File: src/rtl/byte_alu_pkg.sv
// Package: shared operation codes, the decoded operation type and the
// status bit positions of the byte ALU.
// Assumes the 8-bit operation code field and the status layout below.
package byte_alu_pkg;

    localparam int OPC_W = 8;

    localparam logic [OPC_W-1:0] OPC_ADD = 8'h01;
    localparam logic [OPC_W-1:0] OPC_SUB = 8'h02;
    localparam logic [OPC_W-1:0] OPC_AND = 8'h10;
    localparam logic [OPC_W-1:0] OPC_OR  = 8'h11;
    localparam logic [OPC_W-1:0] OPC_XOR = 8'h12;

    // Status byte bit positions
    localparam int ST_C = 0;
    localparam int ST_Z = 1;
    localparam int ST_N = 2;
    localparam int ST_V = 3;
    localparam int ST_S = 4;
    localparam int ST_H = 5;
    localparam int ST_W = 8;

    typedef enum logic [2:0] {
        OP_NONE = 3'd0,
        OP_ADD  = 3'd1,
        OP_SUB  = 3'd2,
        OP_AND  = 3'd3,
        OP_OR   = 3'd4,
        OP_XOR  = 3'd5
    } alu_op_e;

    typedef enum logic [1:0] {
        LG_AND = 2'd0,
        LG_OR  = 2'd1,
        LG_XOR = 2'd2
    } logic_fn_e;

endpackage

File: src/rtl/byte_alu_decode.sv
// Module: turns the operation code field into an operation and its class.
// Assumes unlisted codes are not ALU work and must write nothing.
module byte_alu_decode
    import byte_alu_pkg::*;
(
    input  logic [OPC_W-1:0] opcode,
    output alu_op_e          op,
    output logic             is_arith,
    output logic             is_logic,
    output logic             is_sub,
    output logic_fn_e        lg_fn
);

    // Map the operation code to a decoded operation.
    always_comb begin
        case (opcode)
            OPC_ADD: op = OP_ADD;
            OPC_SUB: op = OP_SUB;
            OPC_AND: op = OP_AND;
            OPC_OR:  op = OP_OR;
            OPC_XOR: op = OP_XOR;
            default: op = OP_NONE;
        endcase
    end

    // Derive the operation class and the selectors of the two units.
    always_comb begin
        is_arith = (op == OP_ADD) || (op == OP_SUB);
        is_logic = (op == OP_AND) || (op == OP_OR) || (op == OP_XOR);
        is_sub   = (op == OP_SUB);
        case (op)
            OP_OR:   lg_fn = LG_OR;
            OP_XOR:  lg_fn = LG_XOR;
            default: lg_fn = LG_AND;
        endcase
    end

endmodule

File: src/rtl/byte_alu_arith.sv
// Module: add/subtract datapath with carry, half-carry and overflow.
// Assumes unsigned operands. For a subtract, carry means borrow out of the
// top bit and half-carry means borrow into bit NIB.
module byte_alu_arith #(
    parameter int W   = 8,
    parameter int NIB = 4
) (
    input  logic [W-1:0] a,
    input  logic [W-1:0] b,
    input  logic         sub,
    output logic [W-1:0] r,
    output logic         cy,
    output logic         hc,
    output logic         ov
);

    localparam int MSB = W - 1;

    logic [W:0]   full;
    logic [NIB:0] low;

    // Full-width and low-nibble sums or differences, each one bit wider.
    always_comb begin
        if (sub) begin
            full = {1'b0, a} - {1'b0, b};
            low  = {1'b0, a[NIB-1:0]} - {1'b0, b[NIB-1:0]};
        end else begin
            full = {1'b0, a} + {1'b0, b};
            low  = {1'b0, a[NIB-1:0]} + {1'b0, b[NIB-1:0]};
        end
    end

    // Result, carry or borrow, half-carry, and signed overflow.
    always_comb begin
        r  = full[W-1:0];
        cy = full[W];
        hc = low[NIB];
        if (sub)
            ov = (~a[MSB] &  b[MSB] &  r[MSB]) | ( a[MSB] & ~b[MSB] & ~r[MSB]);
        else
            ov = ( a[MSB] &  b[MSB] & ~r[MSB]) | (~a[MSB] & ~b[MSB] &  r[MSB]);
    end

endmodule

File: src/rtl/byte_alu_logic.sv
// Module: bitwise AND/OR/XOR, built one bit slice at a time.
// Assumes the function selector is one of the three logic functions.
module byte_alu_logic
    import byte_alu_pkg::*;
#(
    parameter int W = 8
) (
    input  logic [W-1:0] a,
    input  logic [W-1:0] b,
    input  logic_fn_e    fn,
    output logic [W-1:0] r
);

    genvar gi;
    generate
        for (gi = 0; gi < W; gi++) begin : g_bit
            // Per-bit function select.
            always_comb begin
                case (fn)
                    LG_OR:   r[gi] = a[gi] | b[gi];
                    LG_XOR:  r[gi] = a[gi] ^ b[gi];
                    default: r[gi] = a[gi] & b[gi];
                endcase
            end
        end
    endgenerate

endmodule

File: src/rtl/byte_alu.sv
// Module: single-cycle byte ALU. It decodes the instruction fields, computes
// the result and the new status byte, and registers them together with a
// one-cycle destination write strobe.
// Assumes the register file returns opnd_a/opnd_b for src_a_idx/src_b_idx in
// the same cycle, and that status_in is the current status byte.
module byte_alu
    import byte_alu_pkg::*;
#(
    parameter int DATA_W  = 8,
    parameter int IDX_W   = 8,
    parameter int INSTR_W = 32
) (
    input  logic               clk,
    input  logic               rst_n,
    input  logic               issue,
    input  logic [INSTR_W-1:0] instr,
    input  logic [DATA_W-1:0]  opnd_a,
    input  logic [DATA_W-1:0]  opnd_b,
    input  logic [ST_W-1:0]    status_in,
    output logic [IDX_W-1:0]   src_a_idx,
    output logic [IDX_W-1:0]   src_b_idx,
    output logic               wr_en,
    output logic [IDX_W-1:0]   wr_idx,
    output logic [DATA_W-1:0]  result,
    output logic [ST_W-1:0]    status_out
);

    localparam int SRCB_LO = 0;
    localparam int SRCA_LO = SRCB_LO + IDX_W;
    localparam int DST_LO  = SRCA_LO + IDX_W;
    localparam int OPC_LO  = DST_LO + IDX_W;
    localparam int NIB     = DATA_W / 2;

    alu_op_e      op;
    logic         is_arith, is_logic, is_sub;
    logic_fn_e    lg_fn;
    logic [DATA_W-1:0] ar_r, lg_r, res_nx;
    logic         ar_c, ar_h, ar_v;
    logic [ST_W-1:0] st_nx;
    logic         take;

    byte_alu_decode u_dec (
        .opcode   (instr[OPC_LO +: OPC_W]),
        .op       (op),
        .is_arith (is_arith),
        .is_logic (is_logic),
        .is_sub   (is_sub),
        .lg_fn    (lg_fn)
    );

    byte_alu_arith #(.W(DATA_W), .NIB(NIB)) u_arith (
        .a   (opnd_a),
        .b   (opnd_b),
        .sub (is_sub),
        .r   (ar_r),
        .cy  (ar_c),
        .hc  (ar_h),
        .ov  (ar_v)
    );

    byte_alu_logic #(.W(DATA_W)) u_logic (
        .a  (opnd_a),
        .b  (opnd_b),
        .fn (lg_fn),
        .r  (lg_r)
    );

    // Source indices go straight out to the register file.
    always_comb begin
        src_a_idx = instr[SRCA_LO +: IDX_W];
        src_b_idx = instr[SRCB_LO +: IDX_W];
    end

    // Choose the result and build the new status byte by operation class.
    always_comb begin
        res_nx = is_arith ? ar_r : lg_r;
        st_nx  = status_in;
        if (is_arith) begin
            st_nx[ST_C] = ar_c;
            st_nx[ST_H] = ar_h;
            st_nx[ST_V] = ar_v;
        end else begin
            st_nx[ST_V] = 1'b0;
        end
        st_nx[ST_Z] = (res_nx == '0);
        st_nx[ST_N] = res_nx[DATA_W-1];
        st_nx[ST_S] = st_nx[ST_N] ^ st_nx[ST_V];
        take = issue && (op != OP_NONE) && (is_arith || is_logic);
    end

    // Output registers: load on an executed operation, else hold.
    always_ff @(posedge clk) begin
        if (!rst_n) begin
            wr_en      <= 1'b0;
            wr_idx     <= '0;
            result     <= '0;
            status_out <= '0;
        end else begin
            wr_en <= take;
            if (take) begin
                wr_idx     <= instr[DST_LO +: IDX_W];
                result     <= res_nx;
                status_out <= st_nx;
            end
        end
    end

endmodule

File: config.mk
export PLATFORM = sky130hd
export DESIGN_NAME = byte_alu
export DESIGN_NICKNAME = d
export VERILOG_FILES = /design/src/rtl/byte_alu_pkg.sv /design/src/rtl/byte_alu_decode.sv /design/src/rtl/byte_alu_arith.sv /design/src/rtl/byte_alu_logic.sv /design/src/rtl/byte_alu.sv
export SDC_FILE = /design/constraint.sdc
export NUM_CORES = 1
export LEC_CHECK = 0
export ABC_AREA = 1
export BUFFER_PORTS_ARGS = -buffer_cell sky130_fd_sc_hd__buf_2
export CAP_MARGIN = 20
export CORE_ASPECT_RATIO = 0.9
export CORE_MARGIN = 8
export CORE_UTILIZATION = 49
export CTS_CLUSTER_DIAMETER = 200
export DETAILED_ROUTE_END_ITERATION = 8
export PLACE_DENSITY = 0.91
export SYNTH_ARGS = -nofsm -noshare
export SYNTH_HDL_FRONTEND = slang
export SYNTH_HIERARCHICAL = 1
export SYNTH_SLANG_ARGS = --single-unit
export TNS_END_PERCENT = 30
File: constraint.sdc
create_clock -name clk -period 3.08 [get_ports clk]
set_clock_uncertainty 0.05 [all_clocks]
set_input_delay 0.154 -clock clk [delete_from_list [all_inputs] [get_ports clk]]
set_output_delay 0.154 -clock clk [all_outputs]
set_load 0.02 [all_outputs]
; Yosys cells after proc, flatten, opt, wreduce, memory -nomap -nowiden
; Cells that the tools add are included.
[word_totals]
reg_bits = 25
latchBits = 0
mem_bits_rw = 0
romBits = 0
output_inout_bits = 41
wordCells = 82
memories = 0
[op_classes]
n_addsub = 4
multipliers = 0
div = 0
magnitude_cmp = 0
eq_ne = 12
shifts = 0
muxes = 17
n_bitwise = 37
n_reduce_logical = 8
[op_table]
columns = operator, count
row1 = "8-bit by 5-bit == test with 1-bit output, second input constant", 3
row2 = 1-bit one-hot mux with 2 select lines, 8
row3 = 1-bit AND, 15
row4 = 3-bit one-hot mux with 5 select lines, 1
row5 = 1-bit OR, 10
row6 = 8-bit by 8-bit adder with 9-bit output, 1
row7 = 9-bit two-way mux, 1
row8 = 8-bit by 8-bit subtractor with 9-bit output, 1
row9 = 1-bit bitwise XOR, 9
row10 = "8-bit by 1-bit == test with 1-bit output, second input constant", 1
row11 = "8-bit by 2-bit == test with 1-bit output, second input constant", 1
row12 = 8-bit logical NOT, 1
row13 = 8-bit two-way mux, 1
row14 = "3-bit by 2-bit == test with 1-bit output, second input constant", 2
row15 = "3-bit == test, second input constant", 2
row16 = 4-bit by 4-bit adder with 5-bit output, 1
row17 = 5-bit two-way mux, 1
row18 = 4-bit by 4-bit subtractor with 5-bit output, 1
row19 = 1-bit logical OR, 4
row20 = 1-bit two-way mux, 4
row21 = 2-bit one-hot mux with 2 select lines, 1
row22 = "3-bit by 1-bit == test with 1-bit output, second input constant", 1
row23 = 1-bit NOT, 3
row24 = 3-bit nonzero test, 1
row25 = 3 further kinds, 4

; Depth between registers and ports, before layout
; Gate-level depths: netlist (run 1).
[logic_depth]
ltp_word = 10
mapped_depth = 22
ltp_nobuf = 22

; By module
; The synthesis (run 1) kept the hierarchy.
[modules_own_cells]
columns = mod, instances, cells_per_inst, area_each_um2
row1 = byte_alu, 1, 170, 1161.1
row2 = byte_alu_arith, 1, 104, 616.8
row3 = byte_alu_logic, 1, 96, 533.0
row4 = byte_alu_decode, 1, 37, 167.7

; Least setup slack after synthesis (run 1)
; No wires, ideal clock.
[synth_timing]
path_kind = input-to-reg
startpoint = input port instr[30]
endpoint = register status_out[1]
setup_time_ps = 73
arrival_ps = 2298
required_ps = 2957
slack_ps = 660
stages = 22
path_buffers = 0
path_cell_list = inv_1 -> nand2_1 -> nor2_1 -> nand3_1 -> inv_1 -> inv_2 -> nand2_1 -> xor2_1 -> inv_1 -> ha_1 -> a21oi_1 -> nand2_1 -> nand3_1 -> nand2_1 -> xor2_1 -> inv_1 -> nand2_1 -> nand2_1 -> nand2_1 -> nor2_1 -> nand3_1 -> a21oi_1
[synth_lines]
columns = element, line_no
row1 = from (decl), byte_alu.sv:16  ; input logic [INSTR_W-1:0] instr,
row2 = "8-bit by 5-bit == test with 1-bit output, or another cell as far along", byte_alu_decode.sv:16  ; case (opcode)
row3 = 3-bit one-hot mux with 5 select lines *, byte_alu_decode.sv:16
row4 = 3-bit by 2-bit == test with 1-bit output *, byte_alu_decode.sv:30  ; is_sub = (op == OP_SUB);
row5 = net is_sub, byte_alu.sv:35  ; logic is_arith, is_logic, is_sub;
row6 = 9-bit two-way mux *, byte_alu_arith.sv:24  ; if (sub) begin
row7 = net ar_r[6], byte_alu.sv:37  ; logic [DATA_W-1:0] ar_r, lg_r, res_nx;
row8 = 8-bit two-way mux *, byte_alu.sv:76  ; res_nx = is_arith ? ar_r : lg_r;
row9 = 8-bit logical NOT *, byte_alu.sv:85  ; st_nx[ST_Z] = (res_nx == '0);
row10 = to (signal assigned), byte_alu.sv:103  ; status_out <= st_nx;
row11 = to (decl), byte_alu.sv:25  ; output logic [ST_W-1:0] status_out
; Mark *: on every way through the listed nets, which the timed path passes. The rest lies on a longest branch.
; A chain may end at the register's enable or synchronous reset.

; Worst setup path in the final report (run 1)
; Same ends and word-level chain as after synthesis.

==> results.md, run 1 <==
Setup path:
- For the worst setup path, the data required time is around 3.2 ns.
- STA puts the critical path data arrival time at about 2.8 ns.
- The origin of the critical flop-to-flop path is result[5].
- The worst register-to-register path has a depth of 2.
- The type of the setup path with the least slack is input pin to flop.
- In this run the critical register-to-register path is captured at result[5].
- The kind of launch point of the worst setup path is an input pin.
- The slack of the worst reg-to-reg path is between 2 and 2.5 ns.
- The largest fanout on the critical path is 7.
- The type of element capturing the critical path is a flop.

Floorplanning:
- The die covers 7590 sq um.
- The area of the core is ~4900 sq um.
- The effective utilization at floorplan is roughly half.
- Measured along the y axis, the die boundary spans 83.5 um.
- The placement row count is 24.
- From left edge to right edge, the die measures just over 90 um.
- The count of boundary I/O pins is 100.

CTS:
- The tree is rooted in a sky130_fd_sc_hd__clkbuf_8.
- TritonCTS built the clock tree.
- TritonCTS created 3 clock buffers.
- The quantity of gates resized following cts is 0.
- Buffers inserted to repair hold after CTS numbered 0.
- CTS built an H-tree with a depth of 1.
- The clock tree buffer depth is 2.
- The later pin in the worst-skew pair is clocked with a latency of approximately 0.25 ns.
- The CTS sink count is 24.
- The clock-pin slew on the worst setup and hold paths is roughly 0.080 ns.
- In this run the post-CTS setup repair buffer count came out at 0.

Synthesis:
- During synthesis, Yosys emitted a total of 6 warnings.
- Synthesis inferred 24 register bits.
- The mean instance size in the synthesized netlist is approximately 6.1 sq um.
- The number of nets handed over by synthesis was just under 500.
- The number of distinct library cells after synthesis is 30.
- The synthesized netlist cell count is approximately 400.
- The sequential element share of the synthesized area is ~19%.
- In this run the cell area of the synthesized design comes to approximately 2500 sq um.

Timing:
- The transition time of the tightest slew-check pin is 0.457 ns.
- The max-slew violation count is 0.
- Hold is met by 0.0975 ns.
- Setup violations remaining at the end of the flow were counted as 0.
- The number of hold-slack violations in the final timing report is 0.
- The setup TNS is 0 ns.
- Setup repair after global routing left no endpoint under its margin.
- The post-route fraction of the period consumed by the critical path is 85.5%.
- The final critical-path required period is between 2 and 3 ns.
- Headroom to the max-slew limit came out at a little over two thirds.
- Based on the critical path, the design can be clocked at up to between 300 and 400 MHz.

Routing:
- Detailed routing inserted a total of around 2400 vias.
- Dividing the detail-routed wire length by the instance count gives between 10 and 15 um.
- The violation count after the first detailed-route iteration is 101.
- For this block, the routed nets add up to about 5.4 mm of wire.
- In the routed layout, each cell is associated on average with a via count of between 4 and 5.
- The count of TritonRoute iterations in the first routing pass is 4.
- The detail route stage leaves a number of antenna-violating nets equal to 0.
- The number of remaining DRC errors is 0.

GRT:
- The remaining global-route overflow is 0.
- The via count of the first global-routing pass is roughly 2400.
- For this run, the total global-route usage over all layers was measured as approximately 15%.
- Entering global routing, the biggest net connects 30 pins.
- The initial antenna violation count was 0.
- The wire length of the first global-routing pass is roughly 9.7 mm.

Hold path:
- Counting instances, the worst hold path has a depth of 3.
- The path class of the tightest hold or removal check is input pin to flop.
- The startpoint of the most critical hold path is instr[16].
- The path with the worst hold slack has its endpoint at wr_idx[0].

Pwr:
- Across the VDD grid, the largest voltage drop is approximately 190 uV.
- The reported leakage power is between 1.5 and 2 nW.
- Power spread over the standard cell area amounts to between 200 and 300 nW/um^2.

Placement:
- The weighted congestion at the end of routability-driven global placement is 0.878.
- The detailed placement HPWL is roughly 4.6 mm.
- During placement, the flow inserted port buffers numbering 63.
- After detailed placement, the total cell area comes to approximately 2700 sq um.

Cells and area:
- The post-layout instance area is approximately 2700 sq um.
- The area occupied by multi-input gates is about 1500 sq um.
- The fill cell total of the finished layout is between 500 and 600.
- The count of inserted antenna diode cells is 0.
- In the final layout, flip-flops and latches occupy 480 sq um.
- The area added between synthesis and finish is 10.1%.
- The number of nets in the layout is approximately 540.
- The share of layout cells above drive strength 1 is 20.1%.

Run:
- The number of max-capacitance violations reported is 0.

Run status:
- The run finished with clean final reports.
==> cells by family (layout without fill, tap and decap cells) <==
group                    after synthesis  count (layout)  synth area share [%]
flip-flops                            24              24                  19.4
buffers and inverters                103             144                  19.5
XOR/XNOR                              13              13                  4.59
AND/OR/NAND/NOR                      207             207                  34.6
AO/OA/AOI/OAI                         32              32                  7.52
adder cells (fa/ha/maj)               28              28                  14.4
==> worst max-delay path, cell delays in order <==
cell                      delay [ns]
sky130_fd_sc_hd__buf_2          0.09
sky130_fd_sc_hd__inv_1          0.04
sky130_fd_sc_hd__nand2_1        0.10
sky130_fd_sc_hd__nor2_1         0.18
sky130_fd_sc_hd__nand3_1        0.14
sky130_fd_sc_hd__inv_1          0.21
sky130_fd_sc_hd__inv_2          0.10
sky130_fd_sc_hd__o21ai_0        0.11
sky130_fd_sc_hd__xor2_1         0.17
sky130_fd_sc_hd__inv_1          0.06
sky130_fd_sc_hd__ha_1           0.35
sky130_fd_sc_hd__nand2_2        0.11
sky130_fd_sc_hd__inv_1          0.06
sky130_fd_sc_hd__a21oi_2        0.20
sky130_fd_sc_hd__nand2_2        0.08
sky130_fd_sc_hd__nand2_2        0.07
sky130_fd_sc_hd__nand2_1        0.05
sky130_fd_sc_hd__nand2_1        0.06
sky130_fd_sc_hd__nand2_1        0.08
sky130_fd_sc_hd__nor2_1         0.17
sky130_fd_sc_hd__nand3_1        0.09
sky130_fd_sc_hd__a21oi_1        0.11
==> placed cells by master (no fill, tap or decap) <==
cell,Yosys,layout
sky130_fd_sc_hd__a211oi_1,7,7
sky130_fd_sc_hd__a21o_1,1,1
sky130_fd_sc_hd__a21oi_1,4,4
sky130_fd_sc_hd__a21oi_2,1,1
sky130_fd_sc_hd__and2_1,1,1
sky130_fd_sc_hd__buf_2,2,63
sky130_fd_sc_hd__buf_4,19,1
sky130_fd_sc_hd__clkbuf_8,0,3
sky130_fd_sc_hd__clkinv_1,1,1
sky130_fd_sc_hd__dfxtp_1,24,24
sky130_fd_sc_hd__fa_1,1,1
sky130_fd_sc_hd__ha_1,27,27
sky130_fd_sc_hd__inv_1,67,67
sky130_fd_sc_hd__inv_2,9,9
sky130_fd_sc_hd__nand2_1,120,120
sky130_fd_sc_hd__nand2_2,7,7
sky130_fd_sc_hd__nand3_1,15,15
sky130_fd_sc_hd__nand3_2,1,1
sky130_fd_sc_hd__nand4_1,2,2
sky130_fd_sc_hd__nor2_1,52,52
sky130_fd_sc_hd__nor2_2,3,3
sky130_fd_sc_hd__nor2_4,2,2
sky130_fd_sc_hd__nor3_1,2,2
sky130_fd_sc_hd__o21ai_0,17,17
sky130_fd_sc_hd__o21ai_1,1,1
sky130_fd_sc_hd__o21bai_1,1,1
sky130_fd_sc_hd__or2_1,2,2
sky130_fd_sc_hd__xnor2_1,1,1
sky130_fd_sc_hd__xor2_1,12,12
==> Yosys cell counts, drive strengths merged <==
cell type	n	area share (%)
a21o	1	0.30
ha	27	14
xnor2	1	0.35
nand2	127	20
and2	1	0.25
inv	76	12
nand3	16	3.4
xor2	12	4.2
clkinv	1	0.15
a21oi	5	1.2
o21ai	18	3.6
buf	24	7.5
a211oi	7	2.1
nor2	57	9.5
nor3	2	0.40
or2	2	0.50
dfxtp	24	19
o21bai	1	0.30
clkbuf	2	0.30
fa	1	0.81
nand4	2	0.50
==> metal layers <==
metal	vias to the layer above	GRT usage (%)	share of wire, %
met5	-	0	0
met4	0	5.05	2.7
met3	18	4.41	7.8
met2	63	27.9	49
met1	1036	14.4	40
li1	1287	-	-
==> where the power goes <==
group          switching [mW]  total (mW)  internal [mW]
sequential          0.0000623       0.310          0.310
clock                  0.0874       0.175         0.0871
combinational           0.133       0.222         0.0891
==> per-stage QoR <==
step / util (%) / power [mW] / worst slack [ns] / std cells
6_report: 56.1 / 0.707 / 0.447 / 513
5_1_grt: 56.1 / 0.763 / 0.145 / 513
4_1_cts: 56.1 / 0.713 / 0.458 / 513
3_5_place_dp: 55.3 / 0.539 / 0.194 / 510
3_3_place_gp: 55.3 / 0.527 / 0.324 / 510
2_1_floorplan: - / 0.505 / 0.660 / 407
==> flip-flops by register name (all words and copies together), names as in the netlist <==
name,flops
wr_idx,8
result,7
status_out,8
wr_en,1
==> layout make-up <==
class                      count  share of cell area, %
sequential                    24                   17.6
clock buffer                   3                   1.51
timing repair buffer          64                   11.8
inverter                      77                   10.6
tap                           65                   2.98
multi-input combinational    280                   55.5
==> how the worst max path moves through the flow <==
| stage | startpoint | depth (start not counted) | slack, ns | to |
|---|---|---|---|---|
| 6_report | instr[30] | 22 | 0.45 | status_out[1] |
| 5_1_grt | instr[30] | 22 | 0.15 | status_out[4] |
| 4_1_cts | instr[30] | 22 | 0.46 | status_out[4] |
| 3_5_place_dp | instr[30] | 22 | 0.19 | status_out[1] |
| 3_3_place_gp | instr[30] | 22 | 0.32 | status_out[1] |
| 2_1_floorplan | instr[30] | 22 | 0.66 | status_out[1] |
(Power assumes the default switching activity.)
==> inputs of run 2 (changes only) <==
--- a/config.mk
+++ b/config.mk
@@ -8,7 +8,7 @@
 export ABC_AREA = 1
 export BUFFER_PORTS_ARGS = -buffer_cell sky130_fd_sc_hd__buf_2
 export CAP_MARGIN = 20
-export CORE_ASPECT_RATIO = 0.9
+export CORE_ASPECT_RATIO = 0.6
 export CORE_MARGIN = 8
 export CORE_UTILIZATION = 49
 export CTS_CLUSTER_DIAMETER = 200
==> constraint.sdc (replaced) <==
create_clock -name clk -period 3.08 [get_ports clk]
set_clock_uncertainty 0.05 [all_clocks]
set_input_delay 0.308 -clock clk [delete_from_list [all_inputs] [get_ports clk]]
set_output_delay 0.308 -clock clk [all_outputs]
set_load 0.02 [all_outputs]
==> run 2 against run 1 <==
  * Worst setup slack lost 0.057 ns
  * First-iteration DRC count shrank 35%
  * Critical path depth is the same
  * Sequential power is essentially flat
  * Clock-buffer cell count grew 1
  * Sequential cell count is the same
  * Fmax shrank 2.1%
  * Register-to-register slack lost 0.02 ns
  * Non-clock buffer count grew 2
  * Final area grew 1.1%
  * Combinational power grew 2%
  * Critical endpoint unchanged
  * Largest cell class unchanged
==> results.md, run 2 (same netlist as run 1, synthesis figures left out) <==
Cells and area:
- The fill cell total of the finished layout was 491 (was 511).
- Regs by FF count: status_out (8), wr_idx (8), result (7) (unchanged).
- The share of layout cells above drive strength 1 is 20.8% (was 20.1%).
- The most frequent standard cell in the layout excluding fill and tap cells is sky130_fd_sc_hd__nand2_1 (unchanged).
- The number of nets in the layout came to 539 (was 537).
- The count of inserted antenna diode cells was 0 (unchanged).
- Commonest cells after routing, fill and taps aside: sky130_fd_sc_hd__nand2_1, sky130_fd_sc_hd__inv_1, sky130_fd_sc_hd__buf_2, sky130_fd_sc_hd__nor2_1, sky130_fd_sc_hd__ha_1 (unchanged).
- The area added between synthesis and finish is 11.4% (was 10.1%).
- The post-layout instance area is 2760 sq um (was 2730 sq um).

Floorplanning:
- The horizontal extent of the die was 108 um (was 91.0 um).
- The height of the die is 71.1 um (was 83.5 um).
- The area of the core is 4980 sq um (was 4860 sq um).
- The count of boundary I/O pins is 100 (unchanged).
- The placement row count is 20 (was 24).
- The effective utilization at floorplan is 49.8% (was 51.0%).
- The die area is 7660 sq um (was 7590 sq um).

Routing:
- The average wire per standard cell is 11.3 um (was 10.6 um).
- The remaining number of nets flagged by the antenna check after routing is 0 (unchanged).
- The final wirelength is 5.84 mm (was 5.44 mm).
- The violation count after the first detailed-route iteration is 66 (was 101).
- The count of TritonRoute iterations in the first routing pass is 4 (unchanged).
- The via density per instance was 4.74 (was 4.69).
- The overall via count from detail_route is 2451 (was 2404).
- The number of remaining DRC errors is 0 (unchanged).

Pwr:
- The part of the power in registers came to 41.6% (was 43.9%).
- The highest ir drop seen on vdd was 152 uV (was 190 uV).
- The part of the power in the clock network was 28.0% (was 24.7%).
- The internal portion of total power is 0.517 mW (was 0.486 mW).
- The share of power burned in combinational logic came to 30.4% (was 31.4%).
- The switching power of the nets came to 0.229 mW (was 0.220 mW).
- The reported leakage power is 1.69 nW (was 1.68 nW).
- The power per standard cell area came to 270 nW/um^2 (was 259 nW/um^2).
- The proportion of total power due to net switching is 30.7% (was 31.2%).

Setup path:
- Crit-path cells: buf_2 -> inv_1 -> nand2_1 -> nor2_1 -> nand3_1 -> inv_2 -> inv_2 -> o21ai_0 -> xor2_1 -> inv_1 -> ha_1 -> nand2_2 -> inv_1 -> a21oi_2 -> nand2_2 -> nand2_2 -> nand2_1 -> nand2_1 -> nand2_1 -> nor2_1 -> nand3_1 -> a21oi_1 (was buf_2 -> inv_1 -> nand2_1 -> nor2_1 -> nand3_1 -> inv_1 -> inv_2 -> o21ai_0 -> xor2_1 -> inv_1 -> ha_1 -> nand2_2 -> inv_1 -> a21oi_2 -> nand2_2 -> nand2_2 -> nand2_1 -> nand2_1 -> nand2_1 -> nor2_1 -> nand3_1 -> a21oi_1).
- The worst stage delay on the critical path is 0.35 ns (about the same).
- The library cell appearing most often on the critical path is sky130_fd_sc_hd__nand2_1.
- The launch point of the critical path is instr[30] (unchanged).
- The largest fanout on the critical path is 7 (unchanged).
- The kind of launch point of the worst setup path is an input pin (unchanged).
- The cell depth of the worst flop-to-flop path was 2 (unchanged).
- The type of element capturing the critical path was a flop (unchanged).
- The slack of the worst reg-to-reg path is 2.36 ns (was 2.38 ns).
- The origin of the critical flop-to-flop path is status_out[3] (was result[5]).
- The critical path's slowest cell is sky130_fd_sc_hd__ha_1 (unchanged).
- The type of the setup path with the least slack is input pin to flop (unchanged).
- The destination of the worst register-to-register timing path is status_out[3] (was result[5]).
- The worst endpoint required time is 3.23 ns (was 3.22 ns).
- The worst path arrival time came to 2.84 ns (was 2.77 ns).

GRT:
- The wire length of the first global-routing pass is 9.77 mm (was 9.71 mm).
- The global router's overall resource usage is 15.2% (was 14.6%).
- The via count of the first global-routing pass was 2239 (was 2433).
- The initial antenna violation count is 0 (unchanged).
- The pin count of the biggest net entering global routing is 30 (unchanged).
- The remaining global-route overflow is 0 (unchanged).

Hold path:
- The hold-critical path endpoint is wr_idx[0] (unchanged).
- The kind of path behind the tightest hold check was input pin to flop (unchanged).
- The number of cells on the worst hold path came to 3 (unchanged).
- The startpoint of the most critical hold path is instr[16] (unchanged).

Timing:
- The maximum achievable frequency is 372 MHz (was 380 MHz).
- The transition time of the tightest slew-check pin came to 0.469 ns (was 0.457 ns).
- The setup TNS is 0 ns (unchanged).
- The post-route fraction of the period consumed by the critical path was 87.3% (was 85.5%).
- Unrepaired setup endpoints after global routing: false (unchanged).
- The final setup violation count is 0 (unchanged).
- The final critical-path required period is 2.69 ns (was 2.63 ns).
- The worst slew margin relative to its limit is 68.7% (was 69.5%).
- The number of hold-slack violations in the final timing report was 0 (unchanged).
- The final hold slack was 0.236 ns (was 0.0975 ns).
- The max-slew violation count is 0 (unchanged).

CTS:
- The clock tree from TritonCTS was built (unchanged).
- The clock-pin slew on the worst setup and hold paths was 0.08 ns (about the same).
- The clock network latency to the later pin of the worst-skew pair was 0.26 ns (was 0.25 ns).
- The maximum level of the CTS H-tree is 1 (unchanged).
- The buffers inserted during post-CTS setup optimization is 0 (unchanged).
- The CTS root buffer is sky130_fd_sc_hd__clkbuf_8 (unchanged).
- The CTS sink count is 24 (unchanged).
- The clock tree buffer depth was 2 (unchanged).
- The total clock buffers created by CTS is 3 (unchanged).

Placement:
- The area of placed instances was 2710 sq um (was 2690 sq um).
- The count of input and output buffers is 63 (unchanged).
- The weighted congestion at the end of routability-driven global placement is 0.879 (was 0.878).
- The detailed placement HPWL is 4.91 mm (was 4.57 mm).

Run status:
- Run status: finished clean (unchanged).

Run:
- The number of max-capacitance violations reported was 0 (unchanged).
==> run 2: cell types whose count changed in the layout (fill, tap and decap cells not counted) <==
cell | previous run | this run
sky130_fd_sc_hd__buf_4 | 1 | 3
sky130_fd_sc_hd__inv_1 | 67 | 66
sky130_fd_sc_hd__clkbuf_8 | 3 | 4
sky130_fd_sc_hd__inv_2 | 9 | 10
==> run 2: critical path, delay by kind of cell <==
| family | cells | cell delay [ns] |
|---|---|---|
| simple gates | 11 | 1.13 |
| buf+inv | 6 | 0.48 |
| compound gates | 3 | 0.42 |
| fa+ha+maj | 1 | 0.35 |
| xor+xnor | 1 | 0.16 |
==> run 2: per-stage QoR <==
step	setup WS, ns	utilization (%)	cells	total power [mW]
2_1_floorplan	0.506	-	407	0.505
3_3_place_gp	0.137	54.3	513	0.533
3_5_place_dp	0.0530	54.3	513	0.544
4_1_cts	0.317	55.4	517	0.750
5_1_grt	0.0876	55.4	517	0.799
6_report	0.390	55.4	517	0.746
==> run 2: layer usage <==
metal	vias to the layer above	GRT usage [%]	routed length [um]
met1	1090	18.9	2780
met5	-	0	0
li1	1293	-	-
met4	0	1.83	18
met2	64	25.7	2620
met3	4	4.53	416
==> run 2: what timing repair did <==
item / 4_1_cts / 5_1_grt
hold buffers: 0 / 0
resized for setup: 0 / 1
endpoints found under the hold margin: 0 / 0
setup endpoints to repair: 0 / 1
==> run 2: layout make-up <==
class	count	area (sq um)	area share [%]
Timing Repair Buffer	66	338	12.2
Clock buffer	4	55.1	1.99
Sequential cell	24	480	17.4
Tap cell	66	82.6	2.99
Inverter	77	289	10.5
Multi-Input combinational cell	280	1520	54.9
==> run 2: how the worst max path moves through the flow <==
stage	to	slack, ns
after detailed placement	status_out[1]	0.05
after floorplan	status_out[1]	0.51
final	status_out[1]	0.39
after global placement	status_out[1]	0.14
after global routing	status_out[1]	0.09
after CTS	status_out[1]	0.32
==> run 2: power groups by stage <==
stage	Sequential, mW	Combinational [mW]	Clock (mW)
after CTS	0.310	0.228	0.212
after detailed placement	0.317	0.226	0
after global routing	0.310	0.261	0.228
after global placement	0.317	0.216	0
final	0.310	0.227	0.209
after floorplan	0.318	0.187	0
